$ cat src/rtl/busSeqPkg.sv
package busSeqPkg;
  typedef enum logic [2:0] {
    ST_IDLE = 3'd0,
    ST_T1   = 3'd1,
    ST_T2   = 3'd2,
    ST_T3   = 3'd3,
    ST_T4   = 3'd4
  } busState_t;

  // strobes from control to datapath
  typedef struct packed {
    logic load;      // take request fields
    logic busy;      // inside T1..T4
    logic addrPhase; // T1
    logic dataPhase; // T2..T4
    logic capture;   // end of T3
    logic finish;    // T4
  } seqCtrl_t;
endpackage

$ cat src/rtl/busSeqCtrl.sv
module busSeqCtrl
  import busSeqPkg::*;
(
  input  logic     clk,
  input  logic     rstN,
  input  logic     reqValid,
  output logic     reqReady,
  output seqCtrl_t ctrl
);
  busState_t stateQ, stateD;

  always_comb begin
    stateD = stateQ;
    unique case (stateQ)
      ST_IDLE: if (reqValid) stateD = ST_T1;
      ST_T1:   stateD = ST_T2;
      ST_T2:   stateD = ST_T3;
      ST_T3:   stateD = ST_T4;
      ST_T4:   stateD = ST_IDLE;
      default: stateD = ST_IDLE;
    endcase
  end

  always_ff @(posedge clk) begin
    if (!rstN) stateQ <= ST_IDLE;
    else       stateQ <= stateD;
  end

  always_comb begin
    reqReady       = (stateQ == ST_IDLE);
    ctrl.load      = reqReady && reqValid;
    ctrl.busy      = !reqReady;
    ctrl.addrPhase = (stateQ == ST_T1);
    ctrl.dataPhase = (stateQ == ST_T2) || (stateQ == ST_T3) || (stateQ == ST_T4);
    ctrl.capture   = (stateQ == ST_T3);
    ctrl.finish    = (stateQ == ST_T4);
  end
endmodule

$ cat src/rtl/busSeqDatapath.sv
module busSeqDatapath
  import busSeqPkg::*;
#(
  parameter int SEG_W     = 16,
  parameter int SEG_SHIFT = 4,
  parameter int DATA_W    = 16,
  parameter int SID_W     = 2
) (
  input  logic                clk,
  input  logic                rstN,
  input  seqCtrl_t            ctrl,
  input  logic [SEG_W-1:0]    reqSeg,
  input  logic [DATA_W-1:0]   reqOff,
  input  logic [SID_W-1:0]    reqSegId,
  input  logic                reqIsMem,
  input  logic                reqIsWrite,
  input  logic [DATA_W-1:0]   reqWData,
  input  logic                reqIntEn,
  input  logic [DATA_W-1:0]   adIn,
  output logic [DATA_W-1:0]   adOut,
  output logic                adOe,
  output logic [SEG_W+SEG_SHIFT-DATA_W-1:0] busHi,
  output logic [DATA_W-1:0]   rdData,
  output logic                ale,
  output logic                rdN,
  output logic                wrN,
  output logic                memIo,
  output logic                dtR,
  output logic                denN
);
  localparam int PA_W = SEG_W + SEG_SHIFT;
  localparam int HI_W = PA_W - DATA_W;
  localparam int PAD_W = PA_W - DATA_W;

  logic [PA_W-1:0]   paQ;
  logic [PA_W-1:0]   paSum;
  logic [SID_W-1:0]  segIdQ;
  logic              isMemQ, isWrQ, intEnQ;
  logic [DATA_W-1:0] wDataQ, rDataQ;
  logic [HI_W-1:0]   statusCode;

  // address adder, wraps at PA_W bits
  assign paSum = {reqSeg, {SEG_SHIFT{1'b0}}} + {{PAD_W{1'b0}}, reqOff};

  always_ff @(posedge clk) begin
    if (!rstN) begin
      paQ    <= '0;
      segIdQ <= '0;
      isMemQ <= 1'b1;
      isWrQ  <= 1'b0;
      intEnQ <= 1'b0;
      wDataQ <= '0;
    end else if (ctrl.load) begin
      paQ    <= paSum;
      segIdQ <= reqSegId;
      isMemQ <= reqIsMem;
      isWrQ  <= reqIsWrite;
      intEnQ <= reqIntEn;
      wDataQ <= reqWData;
    end
  end

  always_ff @(posedge clk) begin
    if (!rstN)                       rDataQ <= '0;
    else if (ctrl.capture && !isWrQ) rDataQ <= adIn;
  end

  // top status line is always low
  assign statusCode = HI_W'({1'b0, intEnQ, segIdQ});

  always_comb begin
    ale   = ctrl.addrPhase;
    denN  = !ctrl.dataPhase;
    rdN   = !(ctrl.dataPhase && !isWrQ);
    wrN   = !(ctrl.dataPhase && isWrQ);
    memIo = ctrl.busy ? isMemQ : 1'b1;
    dtR   = ctrl.busy ? isWrQ : 1'b0;
    adOe  = ctrl.addrPhase || (ctrl.dataPhase && isWrQ);
    if (ctrl.addrPhase)                adOut = paQ[DATA_W-1:0];
    else if (ctrl.dataPhase && isWrQ)  adOut = wDataQ;
    else                               adOut = '0;
    if (ctrl.addrPhase)      busHi = paQ[PA_W-1:DATA_W];
    else if (ctrl.dataPhase) busHi = statusCode;
    else                     busHi = '0;
  end

  assign rdData = rDataQ;
endmodule

$ cat src/rtl/busCycleSeq.sv
module busCycleSeq
  import busSeqPkg::*;
#(
  parameter int SEG_W     = 16,
  parameter int SEG_SHIFT = 4,
  parameter int DATA_W    = 16,
  parameter int SID_W     = 2
) (
  input  logic              clk,
  input  logic              rstN,
  input  logic              reqValid,
  input  logic [SEG_W-1:0]  reqSeg,
  input  logic [DATA_W-1:0] reqOff,
  input  logic [SID_W-1:0]  reqSegId,
  input  logic              reqIsMem,
  input  logic              reqIsWrite,
  input  logic [DATA_W-1:0] reqWData,
  input  logic              reqIntEn,
  output logic              reqReady,
  output logic              doneValid,
  output logic [DATA_W-1:0] rdData,
  input  logic [DATA_W-1:0] adIn,
  output logic [DATA_W-1:0] adOut,
  output logic              adOe,
  output logic [SEG_W+SEG_SHIFT-DATA_W-1:0] busHi,
  output logic              ale,
  output logic              rdN,
  output logic              wrN,
  output logic              memIo,
  output logic              dtR,
  output logic              denN
);
  seqCtrl_t ctrl;

  busSeqCtrl u_ctrl (
    .clk      (clk),
    .rstN     (rstN),
    .reqValid (reqValid),
    .reqReady (reqReady),
    .ctrl     (ctrl)
  );

  busSeqDatapath #(
    .SEG_W(SEG_W), .SEG_SHIFT(SEG_SHIFT), .DATA_W(DATA_W), .SID_W(SID_W)
  ) u_dp (
    .clk        (clk),
    .rstN       (rstN),
    .ctrl       (ctrl),
    .reqSeg     (reqSeg),
    .reqOff     (reqOff),
    .reqSegId   (reqSegId),
    .reqIsMem   (reqIsMem),
    .reqIsWrite (reqIsWrite),
    .reqWData   (reqWData),
    .reqIntEn   (reqIntEn),
    .adIn       (adIn),
    .adOut      (adOut),
    .adOe       (adOe),
    .busHi      (busHi),
    .rdData     (rdData),
    .ale        (ale),
    .rdN        (rdN),
    .wrN        (wrN),
    .memIo      (memIo),
    .dtR        (dtR),
    .denN       (denN)
  );

  assign doneValid = ctrl.finish;
endmodule

$ cat config.mk
export PLATFORM = sky130hd
export DESIGN_NAME = busCycleSeq
export DESIGN_NICKNAME = d
export VERILOG_FILES = /design/src/rtl/busSeqPkg.sv /design/src/rtl/busSeqCtrl.sv /design/src/rtl/busSeqDatapath.sv /design/src/rtl/busCycleSeq.sv
export SDC_FILE = /design/constraint.sdc
export NUM_CORES = 1
export LEC_CHECK = 0
export CORE_UTILIZATION = 32
export DETAILED_ROUTE_END_ITERATION = 8
export DONT_BUFFER_PORTS = 1
export GPL_TIMING_DRIVEN = 0
export SKIP_CTS_REPAIR_TIMING = 1
export SLEW_MARGIN = 10
export SYNTH_ARGS = -nofsm -noshare
export SYNTH_HDL_FRONTEND = slang
export SYNTH_SLANG_ARGS = --single-unit
export TNS_END_PERCENT = 1
$ cat constraint.sdc
create_clock -name clk -period 3.2 [get_ports clk]
set_clock_uncertainty 0.05 [all_clocks]
set_input_delay 0.16 -clock clk [delete_from_list [all_inputs] [get_ports clk]]
set_output_delay 0.16 -clock clk [all_outputs]
set_load 0.02 [all_outputs]
==> flow_summary_export.csv <==
group,metric,value,unit
critical_path,crit_slowest_cell,"dfxtp_1",
cells_and_area,postLayoutCoreUtil,42.5,%
clock_network,insertion_delay,340,ps
synth,syn_area,2990,um2
global_route,antenna_found_initial,0,
synth,yosysTopAreaCell,"dfxtp_1",
critical_path,critical_path.max_stage_delay,460,ps
die,fp.dieH,98.6,um
synth,synthMuxAreaShare,1.34,%
cells_and_area,area_delta_synth_final,26.5,%
route,vias,2889,
clock_network,clockBufferDepth,2,
worst_hold_path,hold-path-cell-count,2,
pwr,leakagePower,1.46,nW
place,dpl.hpwl,6.26,mm
synth,avgSynthCellArea,7.84,um2
timing,finalSetupViolCount,0,
global_route,grt.overflow.total,0,
synth,synthSimpleGateAreaFrac,21.7,%
pwr,ir_worst_vdd,244,uV
clock_network,cts_tree,"done",
synth,synth_top_area_share,40.2,%
synth,synth_top_family_by_area,"compound AO/OA/AOI/OAI gates",
synth,ys.flop_type,"dfxtp_1",
clock_network,numCtsBuffers,9,
timing,max_freq,396,MHz
global_route,grt_start_max_net_pins,12,
route,wl,8.65,mm
pwr,powerDensity,533,nW/um2
timing,worst-slew-pin-transition,721,ps
synth,synth_edf_count,0,
clock_network,numClockSinks,60,
global_route,grt_pass1_vias,2621,
global_route,grt_pass1_wl,12.8,mm
critical_path,worstPathRequired,2990,ps
die,start_util,33.6,%
timing,relSlewSlack,52.0,%
synth,synth_compound_area_share,23.2,%
synth,synth_xor_area_share,2.93,%
critical_path,cp.arrival,2310,ps
critical_path,r2r_cells,7,
die,io_pins,117,
timing,fin_ws,677,ps
timing,finalCritPeriodShare,78.8,%
route,route.detailed.wl_per_inst,15.8,um
route,dr.pass1.iters,7,
clock_network,clk_pin_slew_worst_paths,70,ps
route,drc,0,
cells_and_area,regArea,1200,um2
critical_path,crit_path_max_fanout,10,
synth,async_flop_share,0,%
cells_and_area,multiInputGateArea,1640,um2
critical_path,endpoint_kind,"output port",
timing,period_needed,2520,ps
die,dieArea,9730,um2
timing,rsz0062_at_grt,"no",
clock_network,root_buffer,"clkbuf_8",
synth,synth_area_leaders,"dfxtp_1, nand2_1, a21oi_1",
synth,yosys_warnings,0,
synth,synth_top_cells_by_count,"nand2_1, a21oi_1, dfxtp_1, a22o_1, ha_1",
cells_and_area,num-fill-cells,922,
die,rows,34,
synth,yosysMostFrequentCell,"nand2_1",
synth,yosys_register_bits,60,
synth,synthAdderAreaFrac,5.70,%
place,io_buffers,0,
die,core-area,8890,um2
cells_and_area,diodes,0,
route,viasPerCell,5.27,
critical_path,path_cells,"inv_2 -> nor3_2 -> a21o_2 -> and2_1 -> buf_4 -> buf_6 -> a22o_1",
place,dp_slack,1040,ps
critical_path,critPathLaunchType,"flip-flop",
clock_network,htree_levels,3,
route,drt_iter0_drc,112,
synth,synth_cell_types,46,
die,die_w,98.6,um
worst_hold_path,hp-class,"in -> reg",
timing,tns,0,ps
global_route,grt_usage,17.0,%
synth,yosysSeqAreaShare,40.2,%
synth,synth_cells,381,
timing,report.final.slew_viol_count,0,
synth,synth_nets,466,
cells_and_area,fin_nets,520,
place,gp_congestion,0.858,
route,drtAntennaViolNets,0,
timing,finalHoldViolCount,0,
critical_path,critPathKind,"reg -> out",
flow_run,maxCapViolations,0,
cells_and_area,drive_above_1_share,8.64,%
status,status,"completed",
registers in the layout, summed over array words and instances, names as in the netlist:
signal	flops
u_dp.paQ	20
u_ctrl.stateQ	3
u_dp.intEnQ	1
u_dp.wDataQ	16
u_dp.rdData	16
u_dp.isWrQ	1
u_dp.isMemQ	1
u_dp.segIdQ	2
logic make-up after synthesis:
logic type	Yosys count
xor+xnor	10
simple gates	150
compound gates	111
fa+ha+maj	13
mux	4
buf+inv	33
flops	60
worst max-delay path: cells and delay by family (launching register included):
kind	cells	cell delay [ps]
flops	1	460
simple gates	2	570
buf+inv	3	430
compound gates	2	520
worst paths after layout:
kind | to | start | slack (ps)
setup / recovery | adOut[14] | u_ctrl.stateQ[2]$_SDFFE_PN0P_ | 680
hold / removal | u_ctrl.stateQ[0]$_SDFFE_PN0P_ | reqValid | 9
setup reg to reg | u_dp.paQ[3]$_SDFFE_PN0P_ | u_ctrl.stateQ[0]$_SDFFE_PN0P_ | 1070
hold reg to reg | u_dp.paQ[14]$_SDFFE_PN0P_ | u_dp.paQ[14]$_SDFFE_PN0P_ | 400
per-stage QoR:
stage          total power [W]  hold WS, ps  std cells  cell area, um2
6_report               0.00202         9.36        548            3780
5_1_grt                0.00211         26.0        548            3780
4_1_cts                0.00199         -118        505            3350
3_5_place_dp           0.00122          252        489            3120
3_3_place_gp           0.00121          238        489            3120
2_1_floorplan          0.00113          234        381            2990
final cells by class:
cell class                      count  area share (%)
Buffer                             24            3.01
Clock buffer                       10            3.64
Clock inverter                      6            2.32
Inverter                            9           0.894
Multi-Input combinational cell    288            43.4
Sequential cell                    60            31.8
Tap cell                          108            3.58
Timing Repair Buffer               43            11.4
power breakdown:
| group | leakage (nW) | internal, W | switching (W) | total, W |
|---|---|---|---|---|
| clock | 0.116 | 0.000459 | 0.000309 | 0.000768 |
| combinational | 0.855 | 0.000157 | 0.000248 | 0.000405 |
| sequential | 0.490 | 0.000804 | 0.0000378 | 0.000842 |
placed cells by master (no fill, tap or decap), types with 3 or more instances in the layout:
| cell type | count |
|---|---|
| nor2_1 | 8 |
| nand3_1 | 8 |
| clkbuf_8 | 10 |
| o21ai_1 | 3 |
| mux2i_1 | 4 |
| a21oi_1 | 61 |
| and3_1 | 3 |
| dfxtp_1 | 60 |
| dlygate4sd3_1 | 43 |
| clkbuf_1 | 11 |
| xor2_1 | 5 |
| nand2_1 | 109 |
| a21o_1 | 3 |
| ha_1 | 12 |
| a22o_1 | 19 |
| o21ai_0 | 6 |
| buf_2 | 10 |
| inv_2 | 3 |
| a31oi_1 | 3 |
| nor3_1 | 5 |
| xnor2_1 | 5 |
| o211ai_1 | 3 |
| and2_1 | 4 |
| inv_1 | 6 |
metal layers:
layer | track usage (%) | part of all wire, % | up-vias
met3 | 5.18 | 6.3 | 14
li1 | - | - | 1424
met5 | 0 | 0 | -
met1 | 22.3 | 47 | 1356
met2 | 27.0 | 46 | 95
met4 | 5.28 | 1.1 | 0
Note: power is estimated with default switching activity, not from simulation.
